File: src/rtl/cfgrom_pkg.sv
package cfgrom_pkg;

  // Strobes from the control FSM into the datapath.
  typedef struct packed {
    logic clearAddr;  // zero the bit address on this edge
    logic stepAddr;   // advance the bit address on this edge
    logic driveOut;   // present the addressed bit on the data line
  } ctlStrobe_t;

  // Decode the shared pin into a reset request under the chosen sense.
  function automatic logic resetAsserted(input logic pinLevel, input logic polInv);
    return polInv ? pinLevel : ~pinLevel;
  endfunction

endpackage

File: src/rtl/cfgrom_ctrl.sv
module cfgrom_ctrl
  import cfgrom_pkg::*;
(
  input  logic       clk,
  input  logic       porRst,
  input  logic       resetPolInv,
  input  logic       rstOe,
  input  logic       ceN,
  input  logic       atLast,
  output ctlStrobe_t strobe,
  output logic       casEnN
);

  logic pinReset;
  logic chipSel;
  logic doneQ;

  assign pinReset = resetAsserted(rstOe, resetPolInv);
  assign chipSel  = ~ceN;

  always_comb begin
    strobe.clearAddr = porRst | pinReset;
    strobe.stepAddr  = ~strobe.clearAddr & chipSel & ~doneQ;
    strobe.driveOut  = ~strobe.clearAddr & chipSel & ~doneQ;
  end

  // Terminal-count flag: set when the last bit is consumed, held until a reset.
  always_ff @(posedge clk) begin
    if (strobe.clearAddr) begin
      doneQ <= 1'b0;
    end else if (strobe.stepAddr && atLast) begin
      doneQ <= 1'b1;
    end
  end

  assign casEnN = ~doneQ;

  // consuming the last bit hands the line to the next device
  a_r4_cascade_on_last: assert property (@(posedge clk) disable iff (porRst)
    strobe.stepAddr && atLast |=> !casEnN);

  // cascade stays asserted until a reset
  a_r5_cascade_sticky: assert property (@(posedge clk) disable iff (porRst)
    !casEnN && !strobe.clearAddr |=> !casEnN);

  // a pin reset releases the cascade output on the next edge
  a_r1_reset_releases: assert property (@(posedge clk) disable iff (porRst)
    strobe.clearAddr |=> casEnN);

  // default sense, pin low never drives the data line
  a_r7_default_sense: assert property (@(posedge clk) disable iff (porRst)
    (!resetPolInv && !rstOe) |-> !strobe.driveOut);

  // inverted sense, pin high never drives the data line
  a_r7_inverted_sense: assert property (@(posedge clk) disable iff (porRst)
    (resetPolInv && rstOe) |-> !strobe.driveOut);

  // power-on reset clears the terminal flag
  a_r6_por_clears_done: assert property (@(posedge clk)
    porRst |=> casEnN);

endmodule

File: src/rtl/cfgrom_datapath.sv
module cfgrom_datapath
  import cfgrom_pkg::*;
#(
  parameter int DEPTH  = 64,
  parameter int ADDR_W = (DEPTH > 1) ? $clog2(DEPTH) : 1
) (
  input  logic              clk,
  input  logic              porRst,
  input  ctlStrobe_t        strobe,
  input  logic              loadEn,
  input  logic [ADDR_W-1:0] loadAddr,
  input  logic              loadBit,
  output logic              atLast,
  output logic              dataOut,
  output logic              dataOe
);

  localparam logic [ADDR_W-1:0] LAST_ADDR = ADDR_W'(DEPTH - 1);
  localparam logic [ADDR_W-1:0] ONE_ADDR  = ADDR_W'(1);

  logic [DEPTH-1:0]  memBits;
  logic [ADDR_W-1:0] addrQ;

  // One-bit-wide bitstream store, written through the load port.
  always_ff @(posedge clk) begin
    if (loadEn) begin
      memBits[loadAddr] <= loadBit;
    end
  end

  // Bit address counter; it stops at the last address, never wraps.
  always_ff @(posedge clk) begin
    if (strobe.clearAddr) begin
      addrQ <= '0;
    end else if (strobe.stepAddr && !atLast) begin
      addrQ <= addrQ + ONE_ADDR;
    end
  end

  assign atLast  = (addrQ == LAST_ADDR);
  assign dataOe  = strobe.driveOut;
  assign dataOut = strobe.driveOut ? memBits[addrQ] : 1'b0;

  // each enabled edge advances the address by one
  a_r3_step_by_one: assert property (@(posedge clk) disable iff (porRst)
    strobe.stepAddr && !atLast |=> addrQ == $past(addrQ) + ONE_ADDR);

  // with no strobe the address holds
  a_r2_addr_holds: assert property (@(posedge clk) disable iff (porRst)
    !strobe.stepAddr && !strobe.clearAddr |=> $stable(addrQ));

  // a pin reset zeroes the address
  a_r1_addr_cleared: assert property (@(posedge clk) disable iff (porRst)
    strobe.clearAddr |=> addrQ == '0);

  // the address never runs past the end of the array
  a_r5_no_wrap: assert property (@(posedge clk) disable iff (porRst)
    atLast && !strobe.clearAddr |=> atLast);

  // power-on reset zeroes the address
  a_r6_por_clears_addr: assert property (@(posedge clk)
    porRst |=> addrQ == '0);

endmodule

File: src/rtl/cfgrom_reader.sv
module cfgrom_reader
  import cfgrom_pkg::*;
#(
  parameter int DEPTH = 64,
  localparam int ADDR_W = (DEPTH > 1) ? $clog2(DEPTH) : 1
) (
  input  logic              clk,
  input  logic              porRst,
  input  logic              resetPolInv,
  input  logic              rstOe,
  input  logic              ceN,
  input  logic              loadEn,
  input  logic [ADDR_W-1:0] loadAddr,
  input  logic              loadBit,
  output logic              dataOut,
  output logic              dataOe,
  output logic              casEnN
);

  ctlStrobe_t strobe;
  logic       atLast;

  cfgrom_ctrl u_ctrl (
    .clk         (clk),
    .porRst      (porRst),
    .resetPolInv (resetPolInv),
    .rstOe       (rstOe),
    .ceN         (ceN),
    .atLast      (atLast),
    .strobe      (strobe),
    .casEnN      (casEnN)
  );

  cfgrom_datapath #(
    .DEPTH  (DEPTH),
    .ADDR_W (ADDR_W)
  ) u_dp (
    .clk      (clk),
    .porRst   (porRst),
    .strobe   (strobe),
    .loadEn   (loadEn),
    .loadAddr (loadAddr),
    .loadBit  (loadBit),
    .atLast   (atLast),
    .dataOut  (dataOut),
    .dataOe   (dataOe)
  );

  // a released data line and a driven one never coexist with cascade asserted
  a_r4_no_contention: assert property (@(posedge clk) disable iff (porRst)
    !casEnN |-> !dataOe);

endmodule

File: config.mk
export PLATFORM = sky130hd
export DESIGN_NAME = cfgrom_reader
export DESIGN_NICKNAME = d
export VERILOG_FILES = /design/src/rtl/cfgrom_pkg.sv /design/src/rtl/cfgrom_ctrl.sv /design/src/rtl/cfgrom_datapath.sv /design/src/rtl/cfgrom_reader.sv
export SDC_FILE = /design/constraint.sdc
export NUM_CORES = 1
export LEC_CHECK = 0
export ABC_CLOCK_PERIOD_IN_PS = 4100
export CORE_AREA = 8 8 88 90
export CTS_CLUSTER_DIAMETER = 60
export DETAILED_ROUTE_END_ITERATION = 16
export DIE_AREA = 0 0 96 98
export DONT_BUFFER_PORTS = 1
export PLACE_DENSITY = 0.67
export SKIP_LAST_GASP = 1
export SLEW_MARGIN = 10
export SYNTH_ARGS = -nofsm -noshare
export SYNTH_HDL_FRONTEND = slang
export SYNTH_SLANG_ARGS = --single-unit
File: constraint.sdc
create_clock -name clk -period 4.1 [get_ports clk]
set_clock_uncertainty 0.05 [all_clocks]
set_input_delay 0.615 -clock clk [delete_from_list [all_inputs] [get_ports clk]]
set_output_delay 0.615 -clock clk [all_outputs]
set_load 0.02 [all_outputs]
# Word-level counts from Yosys, hierarchy flattened
# Cells that the tools add are included.
[word_totals]
in_bits = 13
regBits = 71
output_inout_bits = 3
wordCells = 26
[op_classes]
n_eq_ne = 1
bitwise_logic = 7
n_reduce_logical = 4
mux = 7
n_lt_le_gt_ge = 3
addsub = 1
[op_table]
columns = ["cell", "n"]
rows = [
  ["$bwmux 64", 1],
  ["$lt 6x7->1 const B", 2],
  ["$add 6x1->6 const B", 1],
  ["$bmux 1 s6", 1],
  ["$demux 1 s6", 1],
  ["$eq 6x6->1 const B", 1],
  ["$ge 6x1->1 const B", 1],
  ["$mux 1", 4],
  ["$not 1->1", 4],
  ["$logic_and 1x1->1", 3],
  ["$and 1x1->1", 2],
  ["$logic_not 1->1", 1],
  ["$or 1x1->1", 1],
]

# Longest topological paths before layout
# Gate-level depths: netlist of the first run.
[depth]
ltp_word = 7
mapped_depth = 6
depth_no_buf = 5

# By module
# A second synthesis of the first run with hierarchy kept.
[unflattened]
hier_cells = 254
area_unflattened_um2 = 3279.4
[modules_own_cells]
columns = ["mod", "area_per_inst_um2", "n_inst", "cells_per_inst", "seq_area_each_um2"]
rows = [
  ["cfgrom_datapath", 3208.1, 1, 246, 2042.0],
  ["cfgrom_ctrl", 71.3, 1, 8, 20.0],
]

# Worst setup path before layout of the first run
# No wires, ideal clock.
[synth_timing]
path_type = "input -> output"
start = "input resetPolInv"
end = "output dataOut"
path_stages = 4
path_slack_ns = 1.511
n_path_buf = 0
required_time_ns = 3.435
arrival_ns = 1.924
path_cell_list = "xor2_1 and3_1 o2111ai_1 o32ai_1"
[synth_via]
elab_chain_cells = 6
[synth_lines]
columns = ["item", "line_no", "source"]
rows = [
  ["start, declared", "cfgrom_reader.sv:9", "input logic resetPolInv,"],
  ["$mux 1", "cfgrom_pkg.sv:12", "return polInv ? pinLevel : ~pinLevel;"],
  ["$or 1x1->1", "cfgrom_ctrl.sv:22", "strobe.clearAddr = porRst | pinReset;"],
  ["$not 1->1", "cfgrom_ctrl.sv:24", "strobe.driveOut = ~strobe.clearAddr & chipSel & ~doneQ;"],
  ["$and 1x1->1 (2 in series)", "cfgrom_ctrl.sv:24", ""],
  ["via dataOe", "cfgrom_reader.sv:16", "output logic dataOe,"],
  ["$mux 1", "cfgrom_datapath.sv:42", "assign dataOut = strobe.driveOut ? memBits[addrQ] : 1'b0;"],
  ["end, declared", "cfgrom_reader.sv:15", "output logic dataOut,"],
]
# The timed path passes the listed nets, and every way through them passes these cells.

# Final worst setup path of the first run
[layout_timing]
start = "register u_dp.addrQ[0]"
end = "output dataOut"
[layout_via]
elab_chain_cells = 3
[layout_lines]
columns = ["item", "line_no", "source"]
rows = [
  ["start, declared", "cfgrom_datapath.sv:22", "logic [ADDR_W-1:0] addrQ;"],
  ["start signal, assigned", "cfgrom_datapath.sv:36", "addrQ <= addrQ + ONE_ADDR;"],
  ["$bmux 1 s6", "cfgrom_datapath.sv:42", ""],
  ["$mux 1 (implied by the code)", "cfgrom_datapath.sv:42", ""],
  ["$mux 1", "cfgrom_datapath.sv:42", ""],
]
# Every way passes these cells. The select of a mux whose other input is x is not followed.

==> results.ini, run 1 <==
[power]
leakagePower_nw = 1.04
ir_drop_mv = 0.236
powerDensity_nw_per_um2 = 424
power_mw = 1.49

[placement]
io_buffer_count = 0
routabilityCongestion = 0.741
dp_hpwl_um = 3990

[grt]
use_met1_pct = 16.9
grt_max_degree = 65
grt_pass1_wl_um = 9940
overflow = 0
use_met2_pct = 22.6
antenna_found_initial = 0
grtUsageTotal_pct = 14.3
grt_pass1_vias = 1956
grt_busiest_layer = met2
grtUsageMet3_pct = 3.30

[finish]
nets = 255
area_growth_syn_to_layout_pct = 8.25
drive_gt1_share_pct = 13.4
diodes = 0
fill_cells = 547

[cts]
cts_hold_buf = 0
cts_setup_buffers = 0
cts_buffers = 9
h-tree-depth = 3
cts_root_buf = clkbuf_8
cts.path.max_buffers = 2
cts_tree = done
clk_pin_slew_worst_paths_ns = 0.07
cts_resized = 0
clkLatencyLatePin_ns = 0.34
clock_sinks = 71

[critical_path]
slowest_delay_ns = 0.89
cp.depth = 4
r2r_setup_slack_ns = 1.77
crit_arrival_ns = 2.75
r2r_cells = 5
startpoint_type = flop
r2r_start = u_dp.addrQ[0]
crit_family = multiplexers
critPathMaxFanout = 16
crit_type = reg2out
crit_slowest_cell = dfxtp_1
worst-path-buf-inv = 0
r2r-end = u_dp.addrQ[1]
crit_chain = mux4_1 > mux4_2 > mux2i_1 > o32ai_1
end_kind = output pin
required_ns = 3.43

[drt]
wl_per_cell_um = 18.8
vias = 1932
drc_errors = 0
drt.antenna.violating_nets = 0
routed_wl_um = 6130
drt_iter0_drc = 146
routed_via_density = 5.93
firstDrtPassIters = 4

[synth]
yosys.area.top_type_share_pct = 58.9
syn-num-nets = 257
synth.yosys.seq_area_share_pct = 63.2
synth_ff_type = edfxtp_1
netlist_instances = 243
synth_edf_count = 64
post-synth-top-count-cell = nor2_1
ys_ff_latch = 71
netlist_area_sq_um = 3260
synthTopCellsByArea = edfxtp_1 (59%), mux4_2 (9.0%), nor2_1 (7.7%)
synth_cell_types = 37
synth.avg_cell_area_sq_um = 13.4
synthTopCellsByCount = nor2_1 (67), edfxtp_1 (64), mux4_2 (13), nand2_1 (13), clkbuf_1 (9)
yosys_warnings = 0
async_flop_share_pct = 0
yosysTopAreaCell = edfxtp_1

[timing]
grt_setup_unrepaired = no
tightest_slew_ns = 0.859
fin_tns_setup_ns = 0
relSlewSlack_pct = 42.7
hold_viol = 0
period_minus_slack_ns = 3.41
fin_crit_sh_pct = 83.2
setup_viol = 0
fmax_mhz = 293
finalMaxSlewViolations = 0

[hold_path]
holdCritPathClass = in2reg
min_from = loadBit
worstHoldEndpoint = u_dp.memBits[13]
hold_path_depth = 0

[floorplanning]
io_pins = 16
dieWidth_um = 96
core_sq_um = 6490
start_util_pct = 50.2
dieArea_sq_um = 9410
die_h_um = 98
row_count = 30

[run]
drv_cap = 0

[outcome]
status = complete, no violations

flip-flops by register name (all words and copies together), names as in the netlist:
register      count
u_dp.memBits     64
u_dp.addrQ        6
u_ctrl.doneQ      1
power breakdown:
group | total (mW) | internal, mW | switching [mW] | leakage, nW
logic | 0.0410 | 0.0154 | 0.0257 | 0.293
clock network | 0.659 | 0.400 | 0.259 | 0.118
registers | 0.795 | 0.792 | 0.00337 | 0.632
total | 1.49 | 1.21 | 0.288 | 1.04
cell families after synthesis:
logic type / count (synthesis) / synth area share (%)
flip-flops: 71 / 63.2
adder cells (fa/ha/maj): 1 / 0.384
XOR/XNOR: 2 / 0.537
multiplexers: 20 / 13.7
AND/OR/NAND/NOR: 114 / 15.9
AO/OA/AOI/OAI: 16 / 3.42
buffers and inverters: 19 / 2.84
metrics by stage:
step	cell area (sq um)	setup slack, ns	hold WS (ns)	std cells	util [%]
CTS	3530	0.634	0.305	326	54.4
finish	3530	0.690	0.319	326	54.4
detailed placement	3290	1.01	0.468	310	50.7
floorplan	3260	1.51	0.423	243	-
global placement	3290	1.05	0.453	310	50.7
global route	3530	0.506	0.295	326	54.4
cell usage in the layout, fill, tap and decap left out, types with 4 or more instances in the layout:
master	Yosys	final
nor2_1	67	67
edfxtp_1	64	64
nand2_1	13	13
mux4_2	13	13
clkbuf_8	0	9
dfxtp_1	7	7
nand3_1	6	6
inv_1	5	5
mux4_1	5	5
a21oi_1	5	5
nand2b_1	4	4
nor3_1	4	4
worst register-to-register path, cell delays in order (launching register included):
cell and delay (ns):
dfxtp_1 0.89, ha_1 0.32, nand2_1 0.07, o2111ai_1 0.61, nor2_1 0.08, a41o_1 0.22
worst max path at each step:
stage                             start      end
after floorplan             resetPolInv  dataOut
after global placement    u_dp.addrQ[0]  dataOut
after detailed placement  u_dp.addrQ[0]  dataOut
after CTS                 u_dp.addrQ[0]  dataOut
after global routing      u_dp.addrQ[0]  dataOut
final                     u_dp.addrQ[0]  dataOut
routing by layer:
layer | part of all wire (%) | vias up
met2 | 51 | 47
li1 | - | 905
met1 | 42 | 968
met5 | 0 | -
met3 | 5.6 | 12
met4 | 1.9 | 0
final cells by class:
type / count / area, sq um / area share, %
Multi-Input combinational cell: 153 / 1110 / 31.3
Inverter: 5 / 18.8 / 0.532
Tap cell: 80 / 100 / 2.84
Timing Repair Buffer: 1 / 7.51 / 0.213
Clock inverter: 7 / 111 / 3.15
Sequential cell: 71 / 2060 / 58.4
Clock buffer: 9 / 124 / 3.51
(Power assumes the default switching activity.)
==> inputs of run 2 (changes only) <==
ABC_CLOCK_PERIOD_IN_PS = 3500   (was 4100)
clock period = 3.5 ns   (was 4.1 ns; I/O delays follow)
==> run 2 against run 1 <==
Against the previous run:
- clock power shrank 7.6%
- cell count is the same
- first-iteration DRC count shrank 32%
- count of clock-buffer cells in the layout grew 2
- sequential cell count is the same
- critical path depth is the same
- register-to-register slack lost 0.60 ns
- worst setup slack lost 0.30 ns
- die area is the same
- sequential power grew 17%
- total power grew 6.4%
- sequential share of layout area grew 0.82 points
- critical endpoint unchanged
- highest routed layer unchanged
==> results.ini, run 2 (synthesis gave the netlist of run 1 again) <==
[outcome]
status = complete, no violations

[placement]
io_buffer_count = 0  ; unchanged
routabilityCongestion = 0.798  ; +7.7%
dp.cells = 311  ; +0.32%
dp_hpwl_um = 4370  ; +9.4%
pre_cts_slack_ns = 0.721  ; -0.286 ns
placed_cell_area_sq_um = 3300  ; +0.23%

[timing]
relSlewSlack_pct = 48.6  ; +6.0 points
period_minus_slack_ns = 3.11
fin_tns_setup_ns = 0  ; unchanged
tightest_slew_ns = 0.768  ; -0.0905 ns
setup_viol = 0  ; unchanged
grt_setup_unrepaired = no
fin_ws_ns = 0.388  ; -0.302 ns
finalMaxSlewViolations = 0  ; unchanged
fin_crit_sh_pct = 88.9
fmax_mhz = 321
hold_viol = 0  ; unchanged

[floorplanning]
dieWidth_um = 96  ; unchanged
die_h_um = 98  ; unchanged
io_pins = 16  ; unchanged
dieArea_sq_um = 9410  ; unchanged
row_count = 30  ; unchanged
start_util_pct = 50.2  ; unchanged
core_sq_um = 6490  ; unchanged

[critical_path]
critPathMaxFanout = 10  ; -6
slowest_delay_ns = 0.68  ; -0.21 ns
crit_family = multiplexers
required_ns = 2.92  ; -0.51 ns
startpoint_type = flop
crit_slowest_cell = dfxtp_1
r2r_setup_slack_ns = 1.17  ; -0.60 ns
end_kind = output pin
crit_type = reg2out
crit_arrival_ns = 2.54  ; -0.21 ns
crit_chain = mux4_1 > mux4_2 > mux2i_1 > o32ai_1
worst-path-buf-inv = 0  ; unchanged

[finish]
diodes = 0  ; unchanged
reg_top3 = u_dp.memBits x64, u_dp.addrQ x6, u_ctrl.doneQ x1
max_flop_register = u_dp.memBits
fin_area_sq_um = 3480  ; -1.4%
largest_reg_flops = 64  ; unchanged
nets = 256  ; +0.39%
final_cell_count_no_fill = 326  ; unchanged
area_growth_syn_to_layout_pct = 6.75
drive_gt1_share_pct = 13.4  ; unchanged
final_cell_mix = nor2_1 (67), edfxtp_1 (64), nand2_1 (13), mux4_2 (13), clkbuf_8 (9)
mostFrequentLayoutCell = nor2_1

[cts]
clkLatencyLatePin_ns = 0.33  ; about the same
clk_pin_slew_worst_paths_ns = 0.07  ; about the same
cts_root_buf = clkbuf_8
cts_tree = done
cts_setup_buffers = 0  ; unchanged
clock_sinks = 71  ; unchanged
cts_hold_buf = 0  ; unchanged
h-tree-depth = 3  ; unchanged
cts_resized = 0  ; unchanged
cts_buffers = 9  ; unchanged
cts.path.max_buffers = 2  ; unchanged

[drt]
drt.antenna.violating_nets = 0  ; unchanged
vias = 1902  ; -1.6%
firstDrtPassIters = 4  ; unchanged
drt_iter0_drc = 100  ; -32%
routed_via_density = 5.83  ; -1.6%
wl_per_cell_um = 19.5  ; +3.8%
drc_errors = 0  ; unchanged
routed_wl_um = 6360  ; +3.8%

[power]
powerDensity_nw_per_um2 = 457  ; +7.9%
ir_drop_mv = 0.213  ; -9.8%
leakagePower_nw = 1.02  ; -2.3%

[hold_path]
holdCritPathClass = in2reg

[grt]
grt_pass1_wl_um = 10000  ; +0.98%
grt_max_degree = 65  ; unchanged
use_met1_pct = 17.0  ; +0.14 points
grtUsageTotal_pct = 14.4  ; +0.11 points
grtUsageMet3_pct = 3.30  ; unchanged
grt_pass1_vias = 1970  ; +0.72%
overflow = 0  ; unchanged
use_met2_pct = 23.2  ; +0.63 points
antenna_found_initial = 0  ; unchanged
grt_busiest_layer = met2

[run]
drv_cap = 0  ; unchanged

## run 2: worst reg2reg max path: cells and delay by family (launching register included)
| kind | cells | cell delay, ns |
|---|---|---|
| adders and majority gates | 1 | 0.20 |
| buffers and inverters | 1 | 0.27 |
| DFF | 1 | 0.68 |
| AOI/OAI and AO/OA | 2 | 0.86 |
| and+or+nand+nor | 2 | 0.16 |
## run 2: area by class of cell
| cell class | count | area [sq um] |
|---|---|---|
| timing repair buffer | 2 | 15.0 |
| clock buffer | 11 | 131 |
| clock inverter | 4 | 47.5 |
| tap | 80 | 100 |
| fill | 544 | 3010 |
| multi-input combinational | 153 | 1110 |
| sequential | 71 | 2060 |
| inverter | 5 | 18.8 |
## run 2: worst paths after layout
path,endpoint,startpoint,cells past startpoint
setup / recovery,dataOut,u_dp.addrQ[0],4
setup reg to reg,u_dp.addrQ[1],u_dp.addrQ[0],6
hold reg to reg,u_dp.addrQ[5],u_dp.addrQ[5],2
hold / removal,u_dp.memBits[11],loadBit,0
## run 2: through the flow
stage / hold slack (ns) / power [mW] / utilization [%]
floorplan: 0.423 / 0.994 / -
global placement: 0.448 / 1.00 / 50.8
detailed placement: 0.458 / 1.00 / 50.8
CTS: 0.225 / 1.60 / 53.6
global route: 0.218 / 1.64 / 53.6
finish: 0.234 / 1.59 / 53.6
## run 2: report_power, final
| part | switching (mW) | internal, mW | total, mW |
|---|---|---|---|
| clock network | 0.286 | 0.323 | 0.609 |
| registers | 0.00379 | 0.928 | 0.932 |
| logic | 0.0311 | 0.0184 | 0.0495 |
## run 2: routing by layer
metal	routed length, um	vias up	part of all wire (%)
met5	0	-	0
met4	165	0	2.6
met3	266	13	4.2
met2	3260	39	51
met1	2670	950	42
li1	-	900	-
==> inputs of run 3 (changes only) <==
CORE_AREA = 8 8 111 72   (was 8 8 88 90)
DIE_AREA = 0 0 119 80   (was 0 0 96 98)
==> run 3 against run 2 <==
Against the previous run:
- clock power rose by 17%
- total power rose by 6.5%
- global-route usage rose by 0.81 points
- critical endpoint unchanged
- worst setup slack improved by 0.076 ns
- first-iteration DRC count rose by 72%
- sequential share of layout area fell by 0.96 points
- final area rose by 1.7%
- core utilization rose by 1.5 points
- die area rose by 1.2%
- largest cell class unchanged
==> results.ini, run 3 (synthesis gave the netlist of run 1 again) <==
[finish]
multiInputGateArea_sq_um = 1110  ; unchanged
diodes = 0  ; unchanged
drive_gt1_share_pct = 14.5  ; +1.1 points
max_flop_register = u_dp.memBits
regArea_sq_um = 2060  ; unchanged
largest_reg_flops = 64  ; unchanged
final_util_pct = 55.1  ; +1.5 points
mostFrequentLayoutCell = nor2_1
fill_cells = 527  ; -3.1%
area_growth_syn_to_layout_pct = 8.52
reg_top3 = u_dp.memBits x64, u_dp.addrQ x6, u_ctrl.doneQ x1
final_cell_mix = nor2_1 (67), edfxtp_1 (64), nand2_1 (13), mux4_2 (13), clkbuf_8 (9)
nets = 257  ; +0.39%

[critical_path]
crit_type = reg2out
crit_arrival_ns = 2.46  ; -0.08 ns
end_kind = output pin
critPathLaunch = u_dp.addrQ[1]
required_ns = 2.92  ; about the same
startpoint_type = flop
r2r_start = u_dp.addrQ[1]
critPathMaxFanout = 8  ; -2

[cts]
cts_resized = 0  ; unchanged
cts_buffers = 9  ; unchanged
cts_setup_buffers = 0  ; unchanged
clk_pin_slew_worst_paths_ns = 0.09  ; +0.02 ns
h-tree-depth = 3  ; unchanged
cts_hold_buf = 0  ; unchanged
cts_tree = done
clkLatencyLatePin_ns = 0.34  ; about the same
cts_root_buf = clkbuf_8
clock_sinks = 71  ; unchanged
cts.path.max_buffers = 2  ; unchanged

[power]
leakagePower_nw = 1.04  ; +1.9%
powerDensity_nw_per_um2 = 479  ; +4.8%
ir_drop_mv = 0.325  ; +53%

[placement]
io_buffer_count = 0  ; unchanged
routabilityCongestion = 0.765  ; -4.1%
dp_hpwl_um = 4610  ; +5.6%

[floorplanning]
dieArea_sq_um = 9520  ; +1.2%
dieWidth_um = 119  ; +24%
core_sq_um = 6420  ; -1.2%
start_util_pct = 50.8  ; +0.60 points
die_h_um = 80  ; -18%
io_pins = 16  ; unchanged
row_count = 23  ; -23%

[timing]
fin_tns_setup_ns = 0  ; unchanged
tightest_slew_ns = 0.768  ; -0.000403 ns
hold_viol = 0  ; unchanged
finalMaxSlewViolations = 0  ; unchanged
setup_viol = 0  ; unchanged
relSlewSlack_pct = 48.6  ; about the same
fin_crit_sh_pct = 86.8  ; -2.2 points
fmax_mhz = 329  ; +2.5%
grt_setup_unrepaired = no
period_minus_slack_ns = 3.04  ; -0.0759 ns

[grt]
grt_busiest_layer = met1
overflow = 0  ; unchanged
antenna_found_initial = 0  ; unchanged
use_met1_pct = 21.6  ; +4.6 points
grt_pass1_wl_um = 10600  ; +6.0%
grtUsageTotal_pct = 15.2  ; +0.81 points
use_met2_pct = 20.0  ; -3.2 points
grt_pass1_vias = 1869  ; -5.1%
grtUsageMet3_pct = 6.21  ; +2.9 points
grt_max_degree = 65  ; unchanged

[drt]
drc_errors = 0  ; unchanged
firstDrtPassIters = 4  ; unchanged
vias = 1909  ; +0.37%
routed_via_density = 5.70  ; -2.3%
drt_iter0_drc = 172  ; +72%
drt.antenna.violating_nets = 0  ; unchanged
routed_wl_um = 6750  ; +6.2%
wl_per_cell_um = 20.2  ; +3.4%

[hold_path]
min_from = loadBit
holdCritPathClass = in2reg

[run]
drv_cap = 0  ; unchanged

[outcome]
status = complete, no violations

## run 3: path summary, 6_finish.rpt
kind / to / slack, ns / depth (start not counted)
setup / recovery: dataOut / 0.46 / 4
setup reg to reg: u_dp.addrQ[1] / 1.27 / 6
hold / removal: u_dp.memBits[1] / 0.23 / 0
hold reg to reg: u_dp.addrQ[5] / 0.47 / 2
## run 3: critical path, cell delays in order (launching register included)
cell and delay [ns]:
dfxtp_1 0.58, mux4_1 0.61, mux4_2 0.49, mux2i_1 0.20
o32ai_1 0.24
## run 3: area by class of cell
type / instances / share of cell area [%]
clock buffers: 9 / 3.50
inverters: 5 / 0.530
clock inverters: 7 / 2.72
flip-flops and latches: 71 / 58.3
repair buffers: 3 / 0.636
well taps: 87 / 3.08
multi-input cells: 153 / 31.3
## run 3: per-stage QoR
stage	instance area [sq um]	hold slack [ns]	std cells	worst slack, ns	power [mW]
finish	3540	0.225	335	0.463	1.69
global route	3540	0.195	335	0.350	1.75
CTS	3540	0.211	335	0.427	1.71
detailed placement	3320	0.462	319	0.816	1.00
global placement	3320	0.442	319	0.860	1.00
floorplan	3260	0.423	243	1.09	0.994
## run 3: layer usage
layer	wire (um)	vias to the layer above	part of all wire, %
met5	0	-	0
met4	27	0	0.40
met3	633	4	9.4
met2	2780	65	41
met1	3310	933	49
li1	-	907	-
## run 3: power breakdown
group	internal [mW]	switching [mW]
clock network	0.402	0.310
logic	0.0186	0.0326
registers	0.928	0.00284
